**src/rtl/irqtmr_pkg.sv**
```systemverilog
package irqtmr_pkg;

    typedef enum logic [1:0] {
        SEL_CTRL = 2'd0,
        SEL_LO   = 2'd1,
        SEL_HI   = 2'd2,
        SEL_NONE = 2'd3
    } wr_sel_e;

    typedef enum logic {
        ST_STOPPED = 1'b0,
        ST_RUNNING = 1'b1
    } run_state_e;

endpackage

```
**src/rtl/irqtmr_ctrl.sv**
```systemverilog
module irqtmr_ctrl
    import irqtmr_pkg::*;
(
    input  logic clk,
    input  logic rst_n,
    input  logic ctrl_wr,
    input  logic run_bit,
    input  logic irq_bit,
    output logic running,
    output logic irq_en
);

    run_state_e state_q, state_d;
    logic       irq_en_q;

    // next-state logic
    always_comb begin
        state_d = state_q;
        unique case (state_q)
            ST_STOPPED: if (ctrl_wr && run_bit)  state_d = ST_RUNNING;
            ST_RUNNING: if (ctrl_wr && !run_bit) state_d = ST_STOPPED;
            default:    state_d = ST_STOPPED;
        endcase
    end

    // state register
    always_ff @(posedge clk or negedge rst_n) begin
        if (!rst_n) begin
            state_q  <= ST_STOPPED;
            irq_en_q <= 1'b0;
        end else begin
            state_q <= state_d;
            if (ctrl_wr) irq_en_q <= irq_bit;
        end
    end

    // outputs
    always_comb begin
        running = (state_q == ST_RUNNING);
        irq_en  = irq_en_q;
    end

endmodule

```
**src/rtl/irqtmr_counter.sv**
```systemverilog
module irqtmr_counter #(
    parameter int DATA_W = 8,
    parameter int LANES  = 2,
    localparam int CNT_W = DATA_W * LANES
) (
    input  logic              clk,
    input  logic              rst_n,
    input  logic              step,
    input  logic [LANES-1:0]  lane_wr,
    input  logic [DATA_W-1:0] wr_data,
    output logic [CNT_W-1:0]  count,
    output logic              hit_zero
);

    logic [CNT_W-1:0] next_val;

    always_comb begin
        next_val = (count == '0) ? '1 : (count - CNT_W'(1));
        hit_zero = step && (count == CNT_W'(1));
    end

    for (genvar i = 0; i < LANES; i++) begin : g_lane
        logic [DATA_W-1:0] lane_q;

        always_ff @(posedge clk or negedge rst_n) begin
            if (!rst_n)          lane_q <= '1;
            else if (lane_wr[i]) lane_q <= wr_data;
            else if (step)       lane_q <= next_val[i*DATA_W +: DATA_W];
        end

        assign count[i*DATA_W +: DATA_W] = lane_q;
    end

endmodule

```
**src/rtl/irqtmr_pend.sv**
```systemverilog
module irqtmr_pend (
    input  logic clk,
    input  logic rst_n,
    input  logic clr,
    input  logic set,
    output logic pend
);

    always_ff @(posedge clk or negedge rst_n) begin
        if (!rst_n)   pend <= 1'b0;
        else if (clr) pend <= 1'b0;
        else if (set) pend <= 1'b1;
    end

endmodule

```
**src/rtl/cyc_irq_timer.sv**
```systemverilog
module cyc_irq_timer
    import irqtmr_pkg::*;
#(
    parameter int DATA_W = 8,
    localparam int LANES = 2,
    localparam int CNT_W = DATA_W * LANES
) (
    input  logic              clk,
    input  logic              rst_n,
    input  logic              tick,
    input  logic              wr_en,
    input  logic [1:0]        wr_sel,
    input  logic [DATA_W-1:0] wr_data,
    output logic              irq,
    output logic [CNT_W-1:0]  count
);

    localparam int RUN_BIT = DATA_W - 1;
    localparam int IRQ_BIT = 0;

    wr_sel_e          sel;
    logic             valid_wr;
    logic             ctrl_wr;
    logic [LANES-1:0] lane_wr;
    logic             running;
    logic             irq_en;
    logic             step;
    logic             hit_zero;

    always_comb begin
        sel      = wr_sel_e'(wr_sel);
        valid_wr = wr_en && (sel != SEL_NONE);
        ctrl_wr  = wr_en && (sel == SEL_CTRL);
        lane_wr  = {wr_en && (sel == SEL_HI), wr_en && (sel == SEL_LO)};
        // a write in the same cycle wins over the tick
        step     = tick && running && !valid_wr;
    end

    irqtmr_ctrl u_ctrl (
        .clk     (clk),
        .rst_n   (rst_n),
        .ctrl_wr (ctrl_wr),
        .run_bit (wr_data[RUN_BIT]),
        .irq_bit (wr_data[IRQ_BIT]),
        .running (running),
        .irq_en  (irq_en)
    );

    irqtmr_counter #(.DATA_W(DATA_W), .LANES(LANES)) u_cnt (
        .clk      (clk),
        .rst_n    (rst_n),
        .step     (step),
        .lane_wr  (lane_wr),
        .wr_data  (wr_data),
        .count    (count),
        .hit_zero (hit_zero)
    );

    irqtmr_pend u_pend (
        .clk   (clk),
        .rst_n (rst_n),
        .clr   (ctrl_wr),
        .set   (hit_zero && irq_en),
        .pend  (irq)
    );

endmodule

```
**config.mk**
```make
export PLATFORM = sky130hd
export DESIGN_NAME = cyc_irq_timer
export DESIGN_NICKNAME = d
export VERILOG_FILES = /design/src/rtl/irqtmr_pkg.sv /design/src/rtl/irqtmr_ctrl.sv /design/src/rtl/irqtmr_counter.sv /design/src/rtl/irqtmr_pend.sv /design/src/rtl/cyc_irq_timer.sv
export SDC_FILE = /design/constraint.sdc
export NUM_CORES = 1
export LEC_CHECK = 0
export ABC_AREA = 0
export BUFFER_PORTS_ARGS = -buffer_cell sky130_fd_sc_hd__buf_4
export CORE_AREA = 2 2 56 58
export CTS_CLUSTER_SIZE = 8
export DETAILED_ROUTE_END_ITERATION = 8
export DIE_AREA = 0 0 58 60
export HOLD_SLACK_MARGIN = 0.05
export PLACE_DENSITY = 0.72
export SLEW_MARGIN = 5
export SYNTH_ARGS = -nofsm -noshare
export SYNTH_HDL_FRONTEND = slang
export SYNTH_SLANG_ARGS = --single-unit
```
**constraint.sdc**
```tcl
create_clock -name clk -period 2.5 [get_ports clk]
set_input_delay 0.375 -clock clk [delete_from_list [all_inputs] [get_ports clk]]
set_output_delay 0.375 -clock clk [all_outputs]
set_load 0.05 [all_outputs]
```
Word-level counts from Yosys, hierarchy flattened
Index checks and enable logic that the tools add are counted.
W data, S select, Z words.
{ "totals": {"register_bits": 19, "in_bits": 14, "out_inout_bits": 17, "word_cells": 38} }
{ "classes": {"n_addsub": 1, "eq_ne": 4, "mux": 10, "n_bitwise": 1, "n_reduce_logical": 17} }
{ "op_table": {"columns": ["cell", "n"], "rows": [
  ["$mux W8", 4],
  ["$eq A16 B1 Y1 const B", 1],
  ["$logic_not A16 Y1", 1],
  ["$mux W16", 1],
  ["$sub A16 B1 Y16 const B", 1],
  ["$logic_and A1 B1 Y1", 10],
  ["$reduce_bool A2 Y1", 3],
  ["$mux W1", 4],
  ["$eq A2 B1 Y1 const B", 1],
  ["$eq A2 B2 Y1 const B", 1],
  ["$logic_not A1 Y1", 2],
  ["$logic_not A2 Y1", 1],
  ["$ne A2 B2 Y1 const B", 1],
  ["$pmux W1 S2", 1],
  ["$not A1 Y1", 1]
]} }

Depth between registers and ports, before layout
Gate-level depths: netlist of run 1.
{ "depth": {"depth_word": 8, "depth_mapped": 7, "ltp_nobuf": 6} }

Modules after synthesis
A second synthesis of run 1 with hierarchy kept.
{ "hier_totals": {"hier_cells": 145, "hier_area_um2": 1327.5} }
{ "modules_own_cells": {"columns": ["mod", "n_inst", "cells_per_inst", "area_each_um2", "seq_area_each_um2"], "rows": [
  ["irqtmr_counter", 1, 131, 1176.1, 420.4],
  ["irqtmr_ctrl", 1, 4, 72.6, 50.0],
  ["cyc_irq_timer", 1, 8, 43.8, 0.0],
  ["irqtmr_pend", 1, 2, 35.0, 25.0]
]} }

Worst setup path after synthesis of run 1
Ideal clock, no wire load.
{ "synth_timing": {"kind": "register to register", "startpoint": "reg u_cnt.g_lane[0].lane_q[0]", "endpoint": "reg u_cnt.g_lane[0].lane_q[5]", "setup_ps": 89, "arrival_ps": 1918, "required_time_ps": 2411, "slack_ps": 493, "stages_incl_launch_ff": 8, "path_buffers": 1, "synth_period_minus_slack_ps": 2007, "path_cell_list": "dfstp_2 inv_1 ha_1 nor4b_1 and4_1 buf_4 nor4_1 o31ai_2"} }
{ "synth_between": {"elab_chain_cells": 4, "word_cells_on_any_way": 5, "cone_classes": "1 x add/sub; 3 x mux; 1 x reduce/logical"} }
{ "synth_rtl": {"columns": ["item", "line", "rtl"], "rows": [
  ["start: declaration", "irqtmr_counter.sv:23", "logic [DATA_W-1:0] lane_q;"],
  ["start signal: assignment", "irqtmr_counter.sv:27", "else if (lane_wr[i]) lane_q <= wr_data;"],
  ["start signal: assignment", "irqtmr_counter.sv:28", "else if (step) lane_q <= next_val[i*DATA_W +: DATA_W];"],
  ["$sub A16 B1 Y16 / $logic_not A16 Y1 (equally long branches)", "irqtmr_counter.sv:18", "next_val = (count == '0) ? '1 : (count - CNT_W'(1));"],
  ["$mux W16 *", "irqtmr_counter.sv:18", null],
  ["$mux W8 *", "irqtmr_counter.sv:28", null],
  ["$mux W8 *", "irqtmr_counter.sv:27", null]
]} }
Every way passes the cells marked *; elsewhere a longest branch is shown, timed or not. The select of a mux whose other input is x is not followed.
A chain may end at the register's enable or synchronous reset.

Worst setup path after layout of run 1
{ "layout_timing": {"startpoint": "reg u_cnt.g_lane[0].lane_q[1]", "endpoint": "reg u_cnt.g_lane[1].lane_q[2]"} }
{ "layout_between": {"elab_chain_cells": 4, "word_cells_on_any_way": 5, "cone_classes": "1 x add/sub; 3 x mux; 1 x reduce/logical"} }
{ "layout_rtl": {"columns": ["item", "line"], "rows": [
  ["$sub A16 B1 Y16 / $logic_not A16 Y1 (equally long branches)", "irqtmr_counter.sv:18"],
  ["$mux W16 *", "irqtmr_counter.sv:18"],
  ["$mux W8 *", "irqtmr_counter.sv:28"],
  ["$mux W8 *", "irqtmr_counter.sv:27"],
  ["end signal: assignment", "irqtmr_counter.sv:27"],
  ["end signal: assignment", "irqtmr_counter.sv:28"],
  ["end: declaration", "irqtmr_counter.sv:23"]
]} }
Marked as above.

==> results.ini, run 1 <==
[placement]
io_buffers=30
dp_hpwl_um=2930
gp_congestion=0.900
placed_cells=208
dp_slack_ns=0.295
dpl_cell_area_um2=1600

[cts]
cts_sinks=19
clk_latency_ns=0.30
cts_buffers=3
cts_buffer_depth=2
h-tree-depth=1
cts_tree=yes
clk_pin_slew_worst_paths_ns=0.11
ctsRootBufferMaster=clkbuf_4

[logic_synthesis]
synth_nets=168
synth_cells=151
synthArstFlopShare_pct=100
yosysUniqueCellTypes=48
synth_seq_cells=19
post_synth_instance_area_um2=1370
avgSynthCellArea_um2=9.04
ys.flop_type=dfstp_2
yosysSeqAreaShare_pct=36.3
synthTopCellsByArea=dfstp_2, dfrtp_1, o22ai_1, o21ai_0, a21oi_1
synth_edf_count=0
synth_warnings=0
yosysTopAreaCellShare_pct=30.8
yosys.area.top_type=dfstp_2

[worst_setup_path]
path_cells=inv_1, ha_1, nor3b_1, nor4b_1, o21ai_0, a21o_1
crit_path_start=u_cnt.g_lane[0].lane_q[1]
rr_endpoint=u_cnt.g_lane[1].lane_q[2]
arrival_ns=2.54
worstRegToRegCells=6
crit_slowest_cell=nor3b_1
reg2reg_from=u_cnt.g_lane[0].lane_q[1]
critPathKind=reg -> reg
critPathRequiredTime_ns=2.75
cp-end-kind=flop
critPathMaxStageDelay_ns=0.87
reg2reg_slack_ns=0.21
start_kind=flop
cp_max_fo=11

[cells_and_area]
fill_cells=261
final-seq-area_um2=495
finalNetCount=198
multiInputGateArea_um2=815
instances_no_fill=213
area_delta_synth_final_pct=19.8
post_route_cells_drive_above_1_share_pct=35.0
diodes=0
fin_area_um2=1640

[route]
wl_per_cell_um=18.3
routed_wl_um=3900
via_per_inst=6.47
drc=0
via_count=1378
first_pass_iters=5
first_iter_violations=61
antenna_left=0

[timing]
timing.fmax_mhz=438
slew_headroom_pct=28.1
setup_viol=0
layout_setup_ws_ns=0.215
min_period_over_period_pct=91.4
hold_violations=0
fin_crit_ns=2.29
final.setup_skew_ns=0.000534
max_slew.worst_pin.slew_ns=1.08
finalSetupTns_ns=0
grt_setup_unrepaired=no
maxSlewViolCount=0

[run_status]
status=complete, no violations

[floorplan]
start_util_pct=47.0
core_region_area_um2=2900
rows=20
die_w_um=58
ios=31
dieArea_um2=3480
die_h_um=60

[power_and_ir_drop]
finalPower_mw=2.40
ir_worst_vdd_v=0.000878
p_leak_nw=0.669
p_per_area_nw_per_um2=1470

[global_routing]
antenna_found_initial=0
grt_max_degree=20
grt_first_pass_wirelength_um=6280
grt_util_all_layers_pct=24.1
grt_overflow_total=0
grt_pass1_vias=1301

[worst_hold_path]
min_from=wr_data[5]
min_path_cells=3
worst_hold_path_type=in -> reg
hold_path_end=u_cnt.g_lane[0].lane_q[5]

[flow_run]
maxCapViolCount=0

metal layers:
metal | vias to the layer above | global-route usage (%) | share of wire (%) | wire length (um)
met2 | 61 | 39.3 | 47 | 1850
met1 | 652 | 31.5 | 43 | 1690
met4 | 0 | 11.6 | 2.0 | 76
met5 | - | 0 | 0 | 0
met3 | 10 | 3.46 | 7.4 | 287
li1 | 655 | - | - | -
worst max-delay path, delay by kind of cell (launching register included):
family          cells  cell delay, ns
buf+inv             1            0.10
fa+ha+maj           1            0.18
flops               1            0.41
simple gates        2            1.20
compound gates      2            0.34
cell type report:
class	instances	area share (%)
Clock buffer	4	1.61
Multi-Input combinational cell	121	49.8
Timing Repair Buffer	32	14.8
Inverter	4	0.918
Sequential cell	19	30.3
Tap cell	33	2.52
metrics by stage:
step,hold slack [ns],utilization (%)
2_1_floorplan,0.0794,-
3_3_place_gp,0.264,55.1
3_5_place_dp,0.272,55.1
4_1_cts,0.289,56.3
5_1_grt,0.291,56.3
6_report,0.295,56.3
cell families (layout without fill, tap and decap cells):
kind of cell / Yosys count / in the layout / share of synthesized area, %
DFF: 19 / 19 / 36.3
muxes: 3 / 3 / 2.38
AOI/OAI and AO/OA: 54 / 54 / 25.9
buffers and inverters: 11 / 40 / 4.03
and+or+nand+nor: 61 / 61 / 28.6
adders and majority gates: 3 / 3 / 2.75
worst max-delay path by stage:
stage	to	slack, ns	cells past startpoint
5_1_grt	u_cnt.g_lane[1].lane_q[4]	0.01	6
4_1_cts	u_cnt.g_lane[1].lane_q[4]	0.28	6
3_5_place_dp	u_cnt.g_lane[1].lane_q[2]	0.29	6
3_3_place_gp	u_cnt.g_lane[1].lane_q[2]	0.42	6
6_report	u_cnt.g_lane[1].lane_q[2]	0.21	6
2_1_floorplan	u_cnt.g_lane[0].lane_q[5]	0.49	7
placed cells by master, fill, tap and decap left out, types with 4 or more instances in the layout:
| cell type | n |
|---|---|
| dfstp_2 | 16 |
| o21ai_0 | 12 |
| nand2_1 | 7 |
| nor3_1 | 7 |
| o22ai_1 | 10 |
| nor2_1 | 8 |
| buf_4 | 31 |
| a21oi_1 | 8 |
| a31oi_1 | 4 |
| inv_1 | 4 |
| and4_1 | 4 |
| a21o_1 | 4 |
| nand3_1 | 6 |
timing repair:
| item | 4_1_cts | 5_1_grt |
|---|---|---|
| endpoints found under the setup margin | 0 | 0 |
| setup buffers | 0 | 0 |
| hold endpoints to repair | 3 | 0 |
| resized for setup | 0 | 0 |
| hold buffers | 1 | 0 |
sequential cells by signal, summed over array words and instances (netlist names), named ones only:
register             flops
u_pend.pend              1
u_ctrl.irq_en            1
u_cnt.g_lane.lane_q     16
Yosys cell counts, types with 2 or more instances:
cell type	number
dfrtp_1	3
o21a_1	2
a311oi_1	3
nand4_1	3
o22ai_1	10
nor2b_1	2
nand3_1	6
a31oi_1	4
a211oi_1	2
a21o_1	4
o31ai_2	2
and4_1	4
nor4b_1	3
inv_1	4
dfstp_2	16
nor4_1	3
a21oi_1	8
or2_2	3
nor4_2	2
o21ai_0	12
nor3_1	7
buf_4	2
mux2_2	2
ha_1	3
nor2_1	8
nand2_1	7
buf_2	5
where the power goes:
group	internal [mW]	total [mW]	switching, mW
combinational	0.555	1.49	0.938
sequential	0.516	0.745	0.229
clock	0.0623	0.165	0.103
total	1.13	2.40	1.27
No activity file was read; power rests on OpenSTA's default activity.
==> run 2, diff against run 1 <==
CELL_PAD_IN_SITES_DETAIL_PLACEMENT = 1   (was default)
CELL_PAD_IN_SITES_GLOBAL_PLACEMENT = 2   (was default)
CORE_AREA = 2 2 69 71   (was 2 2 56 58)
DIE_AREA = 0 0 71 73   (was 0 0 58 60)
PLACE_DENSITY = default   (was 0.72)
PLACE_DENSITY_LB_ADDON = 0.1   (was default)
==> results.ini, run 2 (synthesis gave the netlist of run 1 again) <==
[worst_setup_path]
cp_max_fo=8
crit_slowest_cell=dfstp_2
path_cells=inv_1, ha_1, nor4b_1, and4_1, nor2_1, a31oi_1
start_kind=flop
critPathRequiredTime_ns=2.68
arrival_ns=2.16
critPathKind=reg -> reg
path_buf_inv=1
cp-end-kind=flop
crit_family=simple AND/OR/NAND/NOR gates
critPathMaxStageDelay_ns=0.62

[timing]
maxSlewViolCount=0
final.setup_skew_ns=0.00146
min_period_over_period_pct=79.2
max_slew.worst_pin.slew_ns=0.659
finalSetupTns_ns=0
hold_violations=0
slew_headroom_pct=55.7
grt_setup_unrepaired=no
timing.fmax_mhz=505
setup_viol=0
fin_crit_ns=1.98

[global_routing]
grt_util_all_layers_pct=18.6
grt_first_pass_wirelength_um=7400
grt_pass1_vias=1408
grt_overflow_total=0
grt_max_degree=20
antenna_found_initial=0

[cts]
ctsHoldBuffers=1
cts_resized=0
cts_tree=yes
ctsRootBufferMaster=clkbuf_8
clk_pin_slew_worst_paths_ns=0.08
h-tree-depth=1
cts_buffers=3
clk_latency_ns=0.26
cts_buffer_depth=2
cts_sinks=19
postCtsSetupRepairBufs=0

[placement]
dpl_cell_area_um2=1650
placed_cells=232
gp_congestion=0.895
dp_hpwl_um=3490
io_buffers=30

[cells_and_area]
finalNetCount=201
layout_common_cells=buf_4, dfstp_2, o21ai_0, o22ai_1
post_route_cells_drive_above_1_share_pct=36.6
post-route-util_pct=37.6
diodes=0
instances_no_fill=237
fin_area_um2=1700
regMostFlops=u_cnt.g_lane.lane_q
largest_reg_flops=16
final_common_cell=buf_4
area_delta_synth_final_pct=24.8

[route]
first_pass_iters=4
drc=0
routed_wl_um=4580
wl_per_cell_um=19.3
first_iter_violations=88
antenna_left=0
via_count=1380
via_per_inst=5.82

[power_and_ir_drop]
p_per_area_nw_per_um2=1510
finalPower_mw=2.57
ir_worst_vdd_v=0.000403
p_leak_nw=0.694

[floorplan]
die_h_um=73
ios=31
core_region_area_um2=4540
start_util_pct=30.1
rows=25
die_w_um=71
dieArea_um2=5180

[worst_hold_path]
worst_hold_path_type=in -> reg

[run_status]
status=complete, no violations

[flow_run]
maxCapViolCount=0

run 2: area by class of cell:
type	count	area, um^2
Fill cell	533	2830
Multi-Input combinational cell	121	815
Sequential cell	19	495
Timing Repair Buffer	35	265
Tap cell	54	67.6
Clock buffer	3	41.3
Inverter	4	15.0
Clock inverter	1	5.00
run 2: final timing paths:
path	cells past startpoint	end	startpoint	slack (ns)
max	6	u_cnt.g_lane[0].lane_q[0]	u_cnt.g_lane[0].lane_q[0]	0.52
min	3	u_cnt.g_lane[0].lane_q[5]	wr_data[5]	0.34
max reg2reg	6	u_cnt.g_lane[0].lane_q[0]	u_cnt.g_lane[0].lane_q[0]	0.52
min reg2reg	2	u_pend.pend	u_pend.pend	0.52
max in group asynchronous	2	u_cnt.g_lane[1].lane_q[0]	rst_n	1.71
min in group asynchronous	2	u_ctrl.irq_en	rst_n	0.52
run 2: per-stage QoR:
step / hold WS (ns) / setup WS (ns)
after detailed placement: 0.277 / 0.530
final: 0.338 / 0.519
after floorplan: 0.0794 / 0.493
after global routing: 0.337 / 0.347
after CTS: 0.333 / 0.512
after global placement: 0.277 / 0.623
run 2: worst register-to-register path, stage by stage (launching register included):
cell and delay, ns:
dfstp_2 0.62, inv_1 0.09, ha_1 0.19, nor4b_1 0.15, and4_1 0.30, nor2_1 0.40, a31oi_1 0.15
run 2: report_power, final:
part / switching (mW) / total, mW / internal [mW]
Sequential: 0.239 / 0.756 / 0.517
Clock: 0.120 / 0.231 / 0.111
Combinational: 0.980 / 1.58 / 0.602
run 2: layer usage:
layer  part of all wire (%)  track usage, %  routed length, um
met4                    1.6            6.50                 75
met3                    3.7            2.90                171
met5                      0               0                  0
met2                     46            29.5               2090
met1                     49            25.7               2230
